$ cat src/rtl/idx_ldst_pkg.sv
// Shared encodings for the indexed load/store unit.
// Assumes the decoder supplies op_kind and op_mode with the values below.
package idx_ldst_pkg;
    typedef enum logic [1:0] {
        K_IMM   = 2'b00,
        K_LOAD  = 2'b01,
        K_STORE = 2'b10,
        K_NONE  = 2'b11
    } kind_e;

    typedef enum logic [1:0] {
        M_PLAIN   = 2'b00,
        M_POSTINC = 2'b01,
        M_PREDEC  = 2'b10,
        M_PLAIN2  = 2'b11
    } mode_e;

    typedef enum logic [1:0] {
        S_IDLE,
        S_EXEC,
        S_WAIT,
        S_DONE
    } state_e;
endpackage

$ cat src/rtl/idx_ldst_agen.sv
// Effective-address and index-update arithmetic, purely combinational.
// Assumes byte addressing; the step is 1 for bytes and 2 for words, and
// every sum wraps at the width AW.
module idx_ldst_agen
    import idx_ldst_pkg::*;
#(
    parameter int AW = 16
) (
    input  logic [AW-1:0] base_val,
    input  logic [AW-1:0] index_val,
    input  mode_e         mode,
    input  logic          is_word,
    output logic [AW-1:0] eff_addr,
    output logic [AW-1:0] idx_new,
    output logic          idx_wr
);
    localparam logic [AW-1:0] STEP_BYTE = AW'(1);
    localparam logic [AW-1:0] STEP_WORD = AW'(2);

    logic [AW-1:0] step;
    logic [AW-1:0] idx_up;
    logic [AW-1:0] idx_dn;

    // Step size and both candidate index values.
    always_comb begin
        step   = is_word ? STEP_WORD : STEP_BYTE;
        idx_up = index_val + step;
        idx_dn = index_val - step;
    end

    // Pick the address offset and the written-back index by mode.
    always_comb begin
        case (mode)
            M_POSTINC: begin
                eff_addr = base_val + index_val;
                idx_new  = idx_up;
                idx_wr   = 1'b1;
            end
            M_PREDEC: begin
                eff_addr = base_val + idx_dn;
                idx_new  = idx_dn;
                idx_wr   = 1'b1;
            end
            default: begin
                eff_addr = base_val + index_val;
                idx_new  = index_val;
                idx_wr   = 1'b0;
            end
        endcase
    end
endmodule

$ cat src/rtl/idx_ldst_fmt.sv
// Data-lane formatting between registers and the memory port.
// Assumes the memory returns a byte on the low lane and a word with the
// byte at the lower address in the upper lane.
module idx_ldst_fmt #(
    parameter int DW = 16
) (
    input  logic            is_word,
    input  logic [DW-1:0]   mem_rdata,
    input  logic [DW-1:0]   reg_src,
    input  logic [DW/2-1:0] imm,
    output logic [DW-1:0]   load_val,
    output logic [DW-1:0]   store_data,
    output logic [DW-1:0]   imm_merged
);
    localparam int LB = DW / 2;

    // Zero-extend byte loads and mask byte stores to the low lane.
    always_comb begin
        if (is_word) begin
            load_val   = mem_rdata;
            store_data = reg_src;
        end else begin
            load_val   = {{(DW-LB){1'b0}}, mem_rdata[LB-1:0]};
            store_data = {{(DW-LB){1'b0}}, reg_src[LB-1:0]};
        end
    end

    // Immediate replaces the low byte, upper byte kept.
    always_comb begin
        imm_merged = {reg_src[DW-1:LB], imm};
    end
endmodule

$ cat src/rtl/idx_ldst_unit.sv
// Indexed load/store unit: accepts one decoded operation at a time,
// reads base/index/data registers, issues one memory transfer and writes
// loaded data and the updated index back. Assumes a register file with
// combinational reads and write ports sampled on the rising clock edge.
module idx_ldst_unit
    import idx_ldst_pkg::*;
#(
    parameter int RAW = 3,
    parameter int DW  = 16
) (
    input  logic            clk,
    input  logic            rst_n,
    input  logic            op_valid,
    output logic            op_ready,
    input  logic [1:0]      op_kind,
    input  logic [1:0]      op_mode,
    input  logic            op_word,
    input  logic [RAW-1:0]  op_rd,
    input  logic [RAW-1:0]  op_rb,
    input  logic [RAW-1:0]  op_ri,
    input  logic [DW/2-1:0] op_imm,
    output logic [RAW-1:0]  rf_ra_base,
    output logic [RAW-1:0]  rf_ra_index,
    output logic [RAW-1:0]  rf_ra_data,
    input  logic [DW-1:0]   rf_rd_base,
    input  logic [DW-1:0]   rf_rd_index,
    input  logic [DW-1:0]   rf_rd_data,
    output logic            rf_we_data,
    output logic [RAW-1:0]  rf_wa_data,
    output logic [DW-1:0]   rf_wd_data,
    output logic            rf_we_index,
    output logic [RAW-1:0]  rf_wa_index,
    output logic [DW-1:0]   rf_wd_index,
    output logic            mem_req,
    output logic            mem_we,
    output logic            mem_word,
    output logic [DW-1:0]   mem_addr,
    output logic [DW-1:0]   mem_wdata,
    input  logic            mem_rvalid,
    input  logic [DW-1:0]   mem_rdata
);
    localparam int IW = DW / 2;

    state_e          state;
    kind_e           q_kind;
    mode_e           q_mode;
    logic            q_word;
    logic [RAW-1:0]  q_rd;
    logic [RAW-1:0]  q_rb;
    logic [RAW-1:0]  q_ri;
    logic [IW-1:0]   q_imm;
    logic [DW-1:0]   q_idx_new;
    logic            q_idx_wr;
    logic [DW-1:0]   q_load_val;

    logic [DW-1:0]   eff_addr;
    logic [DW-1:0]   idx_new;
    logic            idx_wr;
    logic [DW-1:0]   load_val;
    logic [DW-1:0]   store_data;
    logic [DW-1:0]   imm_merged;
    logic            is_mem_op;

    idx_ldst_agen #(.AW(DW)) agen_i (
        .base_val (rf_rd_base),
        .index_val(rf_rd_index),
        .mode     (q_mode),
        .is_word  (q_word),
        .eff_addr (eff_addr),
        .idx_new  (idx_new),
        .idx_wr   (idx_wr)
    );

    idx_ldst_fmt #(.DW(DW)) fmt_i (
        .is_word   (q_word),
        .mem_rdata (mem_rdata),
        .reg_src   (rf_rd_data),
        .imm       (q_imm),
        .load_val  (load_val),
        .store_data(store_data),
        .imm_merged(imm_merged)
    );

    // Memory operations are loads and stores; others finish in EXEC.
    always_comb begin
        is_mem_op = (q_kind == K_LOAD) || (q_kind == K_STORE);
    end

    // Sequencer: accept, execute, wait for response, write back.
    always_ff @(posedge clk) begin
        if (!rst_n) begin
            state      <= S_IDLE;
            q_kind     <= K_IMM;
            q_mode     <= M_PLAIN;
            q_word     <= 1'b0;
            q_rd       <= '0;
            q_rb       <= '0;
            q_ri       <= '0;
            q_imm      <= '0;
            q_idx_new  <= '0;
            q_idx_wr   <= 1'b0;
            q_load_val <= '0;
        end else begin
            case (state)
                S_IDLE: begin
                    if (op_valid) begin
                        q_kind <= kind_e'(op_kind);
                        q_mode <= mode_e'(op_mode);
                        q_word <= op_word;
                        q_rd   <= op_rd;
                        q_rb   <= op_rb;
                        q_ri   <= op_ri;
                        q_imm  <= op_imm;
                        state  <= S_EXEC;
                    end
                end
                S_EXEC: begin
                    q_idx_new <= idx_new;
                    q_idx_wr  <= idx_wr;
                    state     <= is_mem_op ? S_WAIT : S_IDLE;
                end
                S_WAIT: begin
                    if (mem_rvalid) begin
                        q_load_val <= load_val;
                        state      <= S_DONE;
                    end
                end
                default: state <= S_IDLE;
            endcase
        end
    end

    // Handshake and register-file read addresses.
    always_comb begin
        op_ready    = (state == S_IDLE);
        rf_ra_base  = q_rb;
        rf_ra_index = q_ri;
        rf_ra_data  = q_rd;
    end

    // Memory request, issued in the cycle after acceptance.
    always_comb begin
        mem_req   = (state == S_EXEC) && is_mem_op;
        mem_we    = (q_kind == K_STORE);
        mem_word  = q_word;
        mem_addr  = eff_addr;
        mem_wdata = store_data;
    end

    // Write-back; loaded data wins over the index on a shared register.
    always_comb begin
        rf_we_data  = ((state == S_EXEC) && (q_kind == K_IMM)) ||
                      ((state == S_DONE) && (q_kind == K_LOAD));
        rf_wa_data  = q_rd;
        rf_wd_data  = (state == S_EXEC) ? imm_merged : q_load_val;
        rf_we_index = (state == S_DONE) && q_idx_wr &&
                      !((q_kind == K_LOAD) && (q_rd == q_ri));
        rf_wa_index = q_ri;
        rf_wd_index = q_idx_new;
    end

    // an accepted memory operation raises the request next cycle.
    assert_req_after_accept_R10: assert property (@(posedge clk) disable iff (!rst_n)
        (op_ready && op_valid && (op_kind == 2'b01 || op_kind == 2'b10)) |=> mem_req);

    // the request lasts exactly one cycle.
    assert_req_single_R10: assert property (@(posedge clk) disable iff (!rst_n)
        mem_req |=> !mem_req);

    // the unit only becomes busy by accepting an operation.
    assert_busy_from_accept_R10: assert property (@(posedge clk) disable iff (!rst_n)
        $fell(op_ready) |-> $past(op_valid));

    // load data is written one cycle after the response.
    assert_wb_after_rvalid_R10: assert property (@(posedge clk) disable iff (!rst_n)
        (state == S_WAIT && mem_rvalid && q_kind == K_LOAD) |=>
        (rf_we_data && rf_wd_data == $past(load_val)));

    // both write ports never target the same register together.
    assert_data_wins_R9: assert property (@(posedge clk) disable iff (!rst_n)
        (rf_we_data && rf_we_index) |-> (rf_wa_data != rf_wa_index));

    // a store with an auto-modified index updates it at write-back.
    assert_store_index_upd_R2: assert property (@(posedge clk) disable iff (!rst_n)
        (state == S_WAIT && mem_rvalid && q_kind == K_STORE && q_idx_wr) |=>
        rf_we_index);

    // immediate loads never reach memory.
    assert_imm_no_mem_R7: assert property (@(posedge clk) disable iff (!rst_n)
        (state == S_EXEC && q_kind == K_IMM) |-> (!mem_req && rf_we_data));
endmodule

$ cat config.mk
export PLATFORM = sky130hd
export DESIGN_NAME = idx_ldst_unit
export DESIGN_NICKNAME = d
export VERILOG_FILES = /design/src/rtl/idx_ldst_pkg.sv /design/src/rtl/idx_ldst_agen.sv /design/src/rtl/idx_ldst_fmt.sv /design/src/rtl/idx_ldst_unit.sv
export SDC_FILE = /design/constraint.sdc
export NUM_CORES = 1
export LEC_CHECK = 0
export BUFFER_PORTS_ARGS = -buffer_cell sky130_fd_sc_hd__buf_2
export CAP_MARGIN = 20
export CORE_UTILIZATION = 54
export DETAILED_ROUTE_END_ITERATION = 8
export MAX_ROUTING_LAYER = met4
export PLACE_DENSITY = 0.85
export SYNTH_ARGS = -nofsm -noshare
export SYNTH_HDL_FRONTEND = slang
export SYNTH_SLANG_ARGS = --single-unit
export TNS_END_PERCENT = 30
$ cat constraint.sdc
create_clock -name clk -period 8.51 [get_ports clk]
set_input_delay 1.2765 -clock clk [delete_from_list [all_inputs] [get_ports clk]]
set_output_delay 1.2765 -clock clk [all_outputs]
set_load 0.03 [all_outputs]
==> metrics.txt, run 1 <==
# TYPE chip_impl_metric gauge
chip_impl_metric{name="synthesis.nets",unit=""} 727
chip_impl_metric{name="core_area",unit="um2"} 7850
chip_impl_metric{name="cts_setup_buffers",unit=""} 0
chip_impl_metric{name="worst-endpoint-required",unit="ps"} 7230
chip_impl_metric{name="die_area",unit="um2"} 8630
chip_impl_metric{name="min_delay_path_depth",unit=""} 2
chip_impl_metric{name="synth-seq-cells",unit=""} 57
chip_impl_metric{name="pwr_density_cell",unit="nW/um2"} 158
chip_impl_metric{name="cellLeakagePower",unit="nW"} 2.36
chip_impl_metric{name="insertion_delay",unit="ps"} 320
chip_impl_metric{name="cts_inserted_buffers",unit=""} 9
chip_impl_info{name="startpoint_type",value="primary input"} 1
chip_impl_metric{name="antenna_violating_nets_left",unit=""} 0
chip_impl_metric{name="htree_num_levels",unit=""} 3
chip_impl_metric{name="grt_antenna_before_repair",unit=""} 0
chip_impl_info{name="r2r_start",value="mem_word$_SDFFE_PN0P_"} 1
chip_impl_metric{name="switching_power_of_the_nets",unit="mW"} 0.299
chip_impl_metric{name="clockBufferDepth",unit=""} 2
chip_impl_metric{name="detailedRoute.firstPassIterationCount",unit=""} 5
chip_impl_metric{name="final_nets",unit=""} 842
chip_impl_info{name="crit_type",value="primary input to output port"} 1
chip_impl_metric{name="finalSetupViolations",unit=""} 0
chip_impl_metric{name="mappedNetlistArea",unit="um2"} 4460
chip_impl_metric{name="floorplan.io_pins",unit=""} 175
chip_impl_metric{name="clkTransAtPathRegs",unit="ps"} 60
chip_impl_info{name="outcome",value="complete, no violations"} 1
chip_impl_info{name="tritoncts_clock_tree",value="done"} 1
chip_impl_metric{name="cell_int_power",unit="mW"} 0.537
chip_impl_metric{name="postSynthCellCount",unit=""} 610
chip_impl_metric{name="io_buffer_count",unit=""} 158
chip_impl_metric{name="synthesis.area_per_instance",unit="um2"} 7.31
chip_impl_metric{name="gr-total-overflow",unit=""} 0
chip_impl_info{name="endpoint_kind",value="output port"} 1
chip_impl_metric{name="clockPowerShare",unit="%"} 32.1
chip_impl_metric{name="finalWeightedCongestion",unit=""} 0.977
chip_impl_metric{name="vdd_drop_max",unit="mV"} 0.139
chip_impl_metric{name="grt_first_pass_wirelength",unit="um"} 19500
chip_impl_metric{name="initial_utilization",unit="%"} 56.8
chip_impl_metric{name="maxSlewViolCount",unit=""} 0
chip_impl_metric{name="timing.max_slew.rel_slack",unit="%"} 37.7
chip_impl_metric{name="final.period_utilization",unit="%"} 71.3
chip_impl_metric{name="remaining_drc_errors",unit=""} 0
chip_impl_info{name="yosys_most_used_dff",value="dfxtp_1"} 1
chip_impl_metric{name="r2r_setup_slk",unit="ps"} 5710
chip_impl_metric{name="hold_slack",unit="ps"} 451
chip_impl_metric{name="n_antenna_cell",unit=""} 0
chip_impl_metric{name="wirelength_routed",unit="um"} 12100
chip_impl_metric{name="worst_clock_skew",unit="ps"} 7.07
chip_impl_metric{name="clock.fmax",unit="GHz"} 0.165
chip_impl_metric{name="swShare",unit="%"} 35.8
chip_impl_metric{name="drv.max_cap_violation_count",unit=""} 0
chip_impl_metric{name="synth_sequential_area_ratio",unit="%"} 25.6
chip_impl_metric{name="cts.hold.buffers_added",unit=""} 0
chip_impl_metric{name="arrival",unit="ps"} 4790
chip_impl_metric{name="reg2regPathDepth",unit=""} 10
chip_impl_metric{name="cts.sink_count",unit=""} 57
chip_impl_metric{name="fill_cells",unit=""} 702
chip_impl_info{name="min_path_type",value="flop to flop"} 1
chip_impl_info{name="cts_root_buf",value="clkbuf_8"} 1
chip_impl_metric{name="die-height",unit="um"} 92.9
chip_impl_metric{name="synth_async_sr_flop_share",unit="%"} 0
chip_impl_metric{name="via_count_of_the_first_global_routing_pass",unit=""} 4339
chip_impl_metric{name="layout-drive-gt1-share",unit="%"} 27.4
chip_impl_metric{name="rows",unit=""} 32
chip_impl_metric{name="hpwl",unit="um"} 8950
chip_impl_metric{name="fin_crit",unit="ps"} 6070
chip_impl_metric{name="average_vias_per_placed_instance",unit=""} 5.75
chip_impl_metric{name="yosysWarningCount",unit=""} 0
chip_impl_metric{name="totalNegativeSetupSlack",unit="ps"} 0
chip_impl_metric{name="routed_wire_length_per_instance",unit="um"} 14.6
chip_impl_metric{name="die_width",unit="um"} 92.9
chip_impl_info{name="r2r_end",value="rf_wd_index[12]$_SDFFE_PN0P_"} 1
chip_impl_metric{name="synth_edf_count",unit=""} 0
chip_impl_metric{name="detailedRoute.firstIterationViolations",unit=""} 286
chip_impl_metric{name="grt_max_degree",unit=""} 45
chip_impl_metric{name="worst_slew_pin_slew",unit="ps"} 934
chip_impl_info{name="rsz0062_at_grt",value="false"} 1
chip_impl_metric{name="layout-area-overhead-vs-synth",unit="%"} 18.9
chip_impl_info{name="timing.hold.worst_endpoint",value="q_load_val[15]$_SDFFE_PN0P_"} 1
chip_impl_metric{name="synth_cell_type_count",unit=""} 68
chip_impl_metric{name="timing_hold_violations_final",unit=""} 0
chip_impl_metric{name="grtUsageTotal",unit="%"} 28.4
chip_impl_metric{name="combinationalPowerShare",unit="%"} 33.3
chip_impl_metric{name="crit_fanout",unit=""} 8
chip_impl_metric{name="sequentialPowerShare",unit="%"} 34.6
chip_impl_info{name="worst_hold_launch",value="q_load_val[15]$_SDFFE_PN0P_"} 1
chip_impl_metric{name="cts_resized",unit=""} 0
chip_impl_metric{name="via_count",unit=""} 4787
## through the flow
step | instances | area, um2 | power [mW] | utilization (%) | setup WS, ps
2_1_floorplan | 610 | 4460 | 0.504 | - | 2860
3_3_place_gp | 815 | 5080 | 0.563 | 64.8 | 2670
3_5_place_dp | 815 | 5080 | 0.570 | 64.8 | 2490
4_1_cts | 831 | 5290 | 0.837 | 67.5 | 2470
5_1_grt | 832 | 5310 | 0.875 | 67.6 | 2210
6_report | 832 | 5310 | 0.836 | 67.6 | 2440
## worst max path at each step
stage | startpoint | slack, ps | to | cells past startpoint
global route | rf_rd_index[0] | 2210 | mem_addr[15] | 16
global placement | rf_rd_index[0] | 2670 | mem_addr[15] | 16
detailed placement | rf_rd_index[0] | 2490 | mem_addr[15] | 16
finish | rf_rd_index[0] | 2440 | mem_addr[15] | 16
CTS | rf_rd_index[0] | 2470 | mem_addr[15] | 16
floorplan | rf_rd_index[0] | 2860 | mem_addr[15] | 14
## cells in the final DEF, fill, tap and decap left out, types with 2 or more instances in the layout
cell | Yosys | layout
nor4_1 | 6 | 6
nand2b_1 | 7 | 7
a211oi_1 | 3 | 3
or3_2 | 3 | 3
o2111ai_1 | 3 | 3
nor2b_1 | 9 | 8
a21o_1 | 7 | 7
xnor2_1 | 17 | 17
dfxtp_1 | 57 | 57
o211ai_1 | 12 | 12
nand3_2 | 2 | 2
inv_1 | 13 | 13
a311oi_1 | 2 | 2
clkinv_2 | 0 | 3
clkbuf_8 | 1 | 9
nor3_1 | 7 | 7
mux2i_1 | 5 | 5
mux2_2 | 3 | 3
fa_1 | 3 | 3
o21bai_1 | 3 | 3
buf_2 | 10 | 158
buf_4 | 16 | 4
a221o_1 | 3 | 3
and3_1 | 2 | 2
xor2_1 | 17 | 17
a31oi_1 | 6 | 6
bufinv_16 | 0 | 2
ha_1 | 24 | 24
nand2_1 | 144 | 144
nor3b_1 | 2 | 2
o31ai_1 | 2 | 2
nor2_1 | 22 | 22
nand3_1 | 24 | 24
and4_1 | 2 | 2
nand4_1 | 9 | 9
a21oi_1 | 68 | 68
o31a_1 | 2 | 2
and2_1 | 12 | 12
nand3b_1 | 3 | 3
o21ai_0 | 21 | 21
## power by group through the flow
stage	Combinational, mW	Clock (mW)	Sequential [mW]
floorplan	0.195	0	0.310
global placement	0.269	0	0.294
detailed placement	0.275	0	0.295
CTS	0.277	0.272	0.289
global route	0.301	0.284	0.290
finish	0.279	0.268	0.289
## logic make-up after synthesis
logic type,Yosys count,share of synthesized area [%]
AO/OA/AOI/OAI,146,20.4
XOR/XNOR,34,6.68
adder cells (fa/ha/maj),27,8.08
buffers and inverters,72,8.44
flip-flops,57,25.6
multiplexers,8,1.88
AND/OR/NAND/NOR,266,28.9
## state kept, by name (all words and copies together) (netlist names)
register     cells
q_load_val      16
rf_ra_base       3
q_imm            8
q_kind           2
rf_ra_index      3
q_idx_wr         1
mem_word         1
rf_ra_data       3
state            2
q_mode           2
rf_wd_index     16
## routing by layer
layer / global-route usage [%] / share of wire [%]
met5: - / 0
met4: 9.36 / 1.6
met3: 4.02 / 6.2
met2: 47.5 / 49
met1: 35.0 / 43
## cells in the mapped netlist, drive strengths merged, types with 3 or more instances
| cell type | instances | area (um2) |
|---|---|---|
| xor2 | 17 | 149 |
| o21ai | 22 | 110 |
| nor2 | 23 | 88.8 |
| o211ai | 12 | 90.1 |
| nand3b | 3 | 22.5 |
| o2111ai | 3 | 26.3 |
| buf | 31 | 211 |
| nand2b | 7 | 43.8 |
| xnor2 | 17 | 149 |
| mux2i | 5 | 50.1 |
| nor4 | 7 | 58.8 |
| nand2 | 145 | 547 |
| and2 | 13 | 81.3 |
| dfxtp | 57 | 1140 |
| o21bai | 3 | 22.5 |
| fa | 3 | 60.1 |
| and3 | 3 | 20.0 |
| a221o | 3 | 30.0 |
| nand3 | 26 | 140 |
| nor3 | 9 | 61.3 |
| ha | 24 | 300 |
| a21o | 7 | 52.6 |
| mux2 | 3 | 33.8 |
| a31oi | 6 | 37.5 |
| inv | 13 | 48.8 |
| nor2b | 9 | 56.3 |
| clkbuf | 28 | 116 |
| a211oi | 3 | 22.5 |
| nand4 | 10 | 77.6 |
| or3 | 3 | 22.5 |
| a21oi | 68 | 340 |
| nor3b | 3 | 27.5 |
## layout make-up
class,instances,area [um2],area share (%)
timing repair buffer,163,832,15.7
tap,102,128,2.41
sequential,57,1140,21.5
inverter,13,48.8,0.920
clock buffer,10,128,2.41
multi-input combinational,481,2950,55.5
clock inverter,6,82.6,1.56
## critical path, stage by stage
cell,delay (ps)
buf_2,120
inv_1,90
ha_1,170
inv_1,50
fa_1,460
nor3_4,400
nand3_2,200
nor2b_1,210
xor2_1,170
ha_1,310
and2_1,190
a221o_1,300
a31oi_1,310
o21ai_0,190
xnor2_1,150
buf_2,210
(Power assumes the default switching activity.)
==> run 2, diff against run 1 <==
CORE_UTILIZATION = 50   (was 54)
PLACE_DENSITY = 0.8   (was 0.85)
clock period = 6 ns   (was 8.51 ns; I/O delays follow)
==> metrics.txt, run 2 (same netlist as run 1, synthesis figures left out) <==
# TYPE chip_impl_metric gauge
chip_impl_metric{name="floorplan.io_pins",unit=""} 175
chip_impl_metric{name="worst-endpoint-required",unit="ps"} 5100
chip_impl_info{name="tritoncts_clock_tree",value="done"} 1
chip_impl_metric{name="grt_antenna_before_repair",unit=""} 0
chip_impl_info{name="worstSetupEndpoint",value="mem_addr[15]"} 1
chip_impl_metric{name="vdd_drop_max",unit="mV"} 0.212
chip_impl_metric{name="core_area",unit="um2"} 8680
chip_impl_info{name="endpoint_kind",value="output port"} 1
chip_impl_metric{name="htree_num_levels",unit=""} 3
chip_impl_info{name="maxUsedRoutingLayer",value="met4"} 1
chip_impl_metric{name="clock.fmax",unit="GHz"} 0.193
chip_impl_info{name="timing.critical_path.from",value="rf_rd_index[0]"} 1
chip_impl_metric{name="r2r_setup_slk",unit="ps"} 3510
chip_impl_metric{name="routed_wire_length_per_instance",unit="um"} 14.4
chip_impl_metric{name="gr-total-overflow",unit=""} 0
chip_impl_metric{name="worst_slew_pin_slew",unit="ps"} 847
chip_impl_metric{name="antenna_violating_nets_left",unit=""} 0
chip_impl_metric{name="finalWeightedCongestion",unit=""} 0.882
chip_impl_metric{name="layout-drive-gt1-share",unit="%"} 27.5
chip_impl_metric{name="final_nets",unit=""} 843
chip_impl_metric{name="clockBufferDepth",unit=""} 2
chip_impl_metric{name="grt_first_pass_wirelength",unit="um"} 18700
chip_impl_metric{name="reg2regPathDepth",unit=""} 9
chip_impl_metric{name="wirelength_routed",unit="um"} 12100
chip_impl_metric{name="layout-area-overhead-vs-synth",unit="%"} 19.3
chip_impl_metric{name="fin_crit",unit="ps"} 5170
chip_impl_metric{name="detailedRoute.firstIterationViolations",unit=""} 242
chip_impl_info{name="startpoint_type",value="primary input"} 1
chip_impl_metric{name="totalNegativeSetupSlack",unit="ps"} 0
chip_impl_metric{name="via_count",unit=""} 4724
chip_impl_metric{name="hpwl",unit="um"} 8940
chip_impl_info{name="rsz0062_at_grt",value="false"} 1
chip_impl_metric{name="timing.max_slew.rel_slack",unit="%"} 43.6
chip_impl_metric{name="cts.sink_count",unit=""} 57
chip_impl_metric{name="dp.cells",unit=""} 822
chip_impl_metric{name="clkTransAtPathRegs",unit="ps"} 60
chip_impl_metric{name="dpl_worst_slack",unit="ps"} 870
chip_impl_metric{name="met3_length",unit="um"} 855
chip_impl_metric{name="remaining_drc_errors",unit=""} 0
chip_impl_metric{name="grtUsageTotal",unit="%"} 26.1
chip_impl_metric{name="finalNonFillerCells",unit=""} 839
chip_impl_metric{name="drv.max_cap_violation_count",unit=""} 0
chip_impl_metric{name="insertion_delay",unit="ps"} 330
chip_impl_metric{name="n_antenna_cell",unit=""} 0
chip_impl_metric{name="cellLeakagePower",unit="nW"} 2.37
chip_impl_metric{name="worst_clock_skew",unit="ps"} 8.42
chip_impl_metric{name="die-height",unit="um"} 96.5
chip_impl_metric{name="hold_slack",unit="ps"} 453
chip_impl_info{name="mostFrequentLayoutCell",value="buf_2"} 1
chip_impl_metric{name="cts.hold.buffers_added",unit=""} 0
chip_impl_metric{name="average_vias_per_placed_instance",unit=""} 5.63
chip_impl_metric{name="cts_inserted_buffers",unit=""} 9
chip_impl_metric{name="pwr_density_cell",unit="nW/um2"} 224
chip_impl_metric{name="cts_setup_buffers",unit=""} 0
chip_impl_metric{name="final.period_utilization",unit="%"} 86.2
chip_impl_metric{name="detailedRoute.firstPassIterationCount",unit=""} 5
chip_impl_metric{name="wl_met1",unit="um"} 5160
chip_impl_metric{name="die_area",unit="um2"} 9300
chip_impl_metric{name="via_count_of_the_first_global_routing_pass",unit=""} 4254
chip_impl_info{name="outcome",value="complete, no violations"} 1
chip_impl_metric{name="grt_max_degree",unit=""} 42
chip_impl_info{name="r2r_start",value="mem_word$_SDFFE_PN0P_"} 1
chip_impl_metric{name="maxSlewViolCount",unit=""} 0
chip_impl_info{name="layout.cells.most_common_list",value="158 x buf_2, 144 x nand2_1, 68 x a21oi_1"} 1
chip_impl_metric{name="rows",unit=""} 34
chip_impl_metric{name="setup_slack",unit="ps"} 830
chip_impl_metric{name="crit_fanout",unit=""} 8
chip_impl_info{name="r2r_end",value="rf_wd_index[12]$_SDFFE_PN0P_"} 1
chip_impl_metric{name="final_util",unit="%"} 61.3
chip_impl_metric{name="initial_utilization",unit="%"} 51.4
chip_impl_metric{name="arrival",unit="ps"} 4270
chip_impl_info{name="min_path_type",value="flop to flop"} 1
chip_impl_info{name="cts_root_buf",value="clkbuf_8"} 1
chip_impl_metric{name="die_width",unit="um"} 96.5
chip_impl_info{name="crit_type",value="primary input to output port"} 1
chip_impl_metric{name="io_buffer_count",unit=""} 158
chip_impl_metric{name="finalSetupViolations",unit=""} 0
chip_impl_metric{name="timing_hold_violations_final",unit=""} 0
chip_impl_metric{name="cts_resized",unit=""} 0
chip_impl_metric{name="met2_wirelength",unit="um"} 5890
[run 2: cell count changes in the layout (fill, tap and decap cells not counted)]
cell / previous run / this run
buf_4: 4 / 5
[run 2: worst max-delay path: stages]
cell	delay, ps
buf_2	110
inv_1	70
ha_1	160
inv_1	60
fa_1	450
nor3_4	370
nand3_2	190
nor2_1	140
xor2_1	150
ha_1	290
a21o_1	200
a221o_1	320
a31oi_1	300
o21ai_0	180
xnor2_1	150
buf_2	210
[run 2: worst min path at each step]
stage / start / endpoint / slack, ps / depth (start not counted)
finish: rf_wd_index[4]$_SDFFE_PN0P_ / rf_wd_index[4]$_SDFFE_PN0P_ / 450 / 2
global route: q_load_val[12]$_SDFFE_PN0P_ / q_load_val[12]$_SDFFE_PN0P_ / 470 / 2
CTS: rf_wd_index[4]$_SDFFE_PN0P_ / rf_wd_index[4]$_SDFFE_PN0P_ / 450 / 2
detailed placement: rf_wd_index[4]$_SDFFE_PN0P_ / rf_wd_index[4]$_SDFFE_PN0P_ / 440 / 2
global placement: q_load_val[15]$_SDFFE_PN0P_ / q_load_val[15]$_SDFFE_PN0P_ / 440 / 2
floorplan: q_load_val[10]$_SDFFE_PN0P_ / q_load_val[10]$_SDFFE_PN0P_ / 430 / 2
[run 2: per-stage QoR]
step           instance area [um2]  total power [mW]
2_1_floorplan                 4460             0.715
4_1_cts                       5310              1.20
3_3_place_gp                  5100             0.799
3_5_place_dp                  5100             0.809
6_report                      5320              1.19
5_1_grt                       5320              1.25
[run 2: area by class of cell]
cell class / count / area, um2
inverters: 13 / 48.8
repair buffers: 164 / 840
well taps: 108 / 135
clock buffers: 10 / 128
flip-flops and latches: 57 / 1140
fillers: 794 / 3360
clock inverters: 6 / 82.6
multi-input cells: 481 / 2950
[run 2: layer usage]
layer  up-vias  global-route usage, %
met2       185                   43.8
met4         0                   11.4
met3        18                   5.16
met1      2179                   30.2
li1       2342                      -
met5         -                      -
[run 2: where the power goes]
part	total (mW)	leakage [nW]	internal (mW)	switching, mW
sequential	0.409	0.465	0.397	0.0123
clock	0.386	0.106	0.232	0.154
combinational	0.394	1.80	0.133	0.261
total	1.19	2.37	0.762	0.428
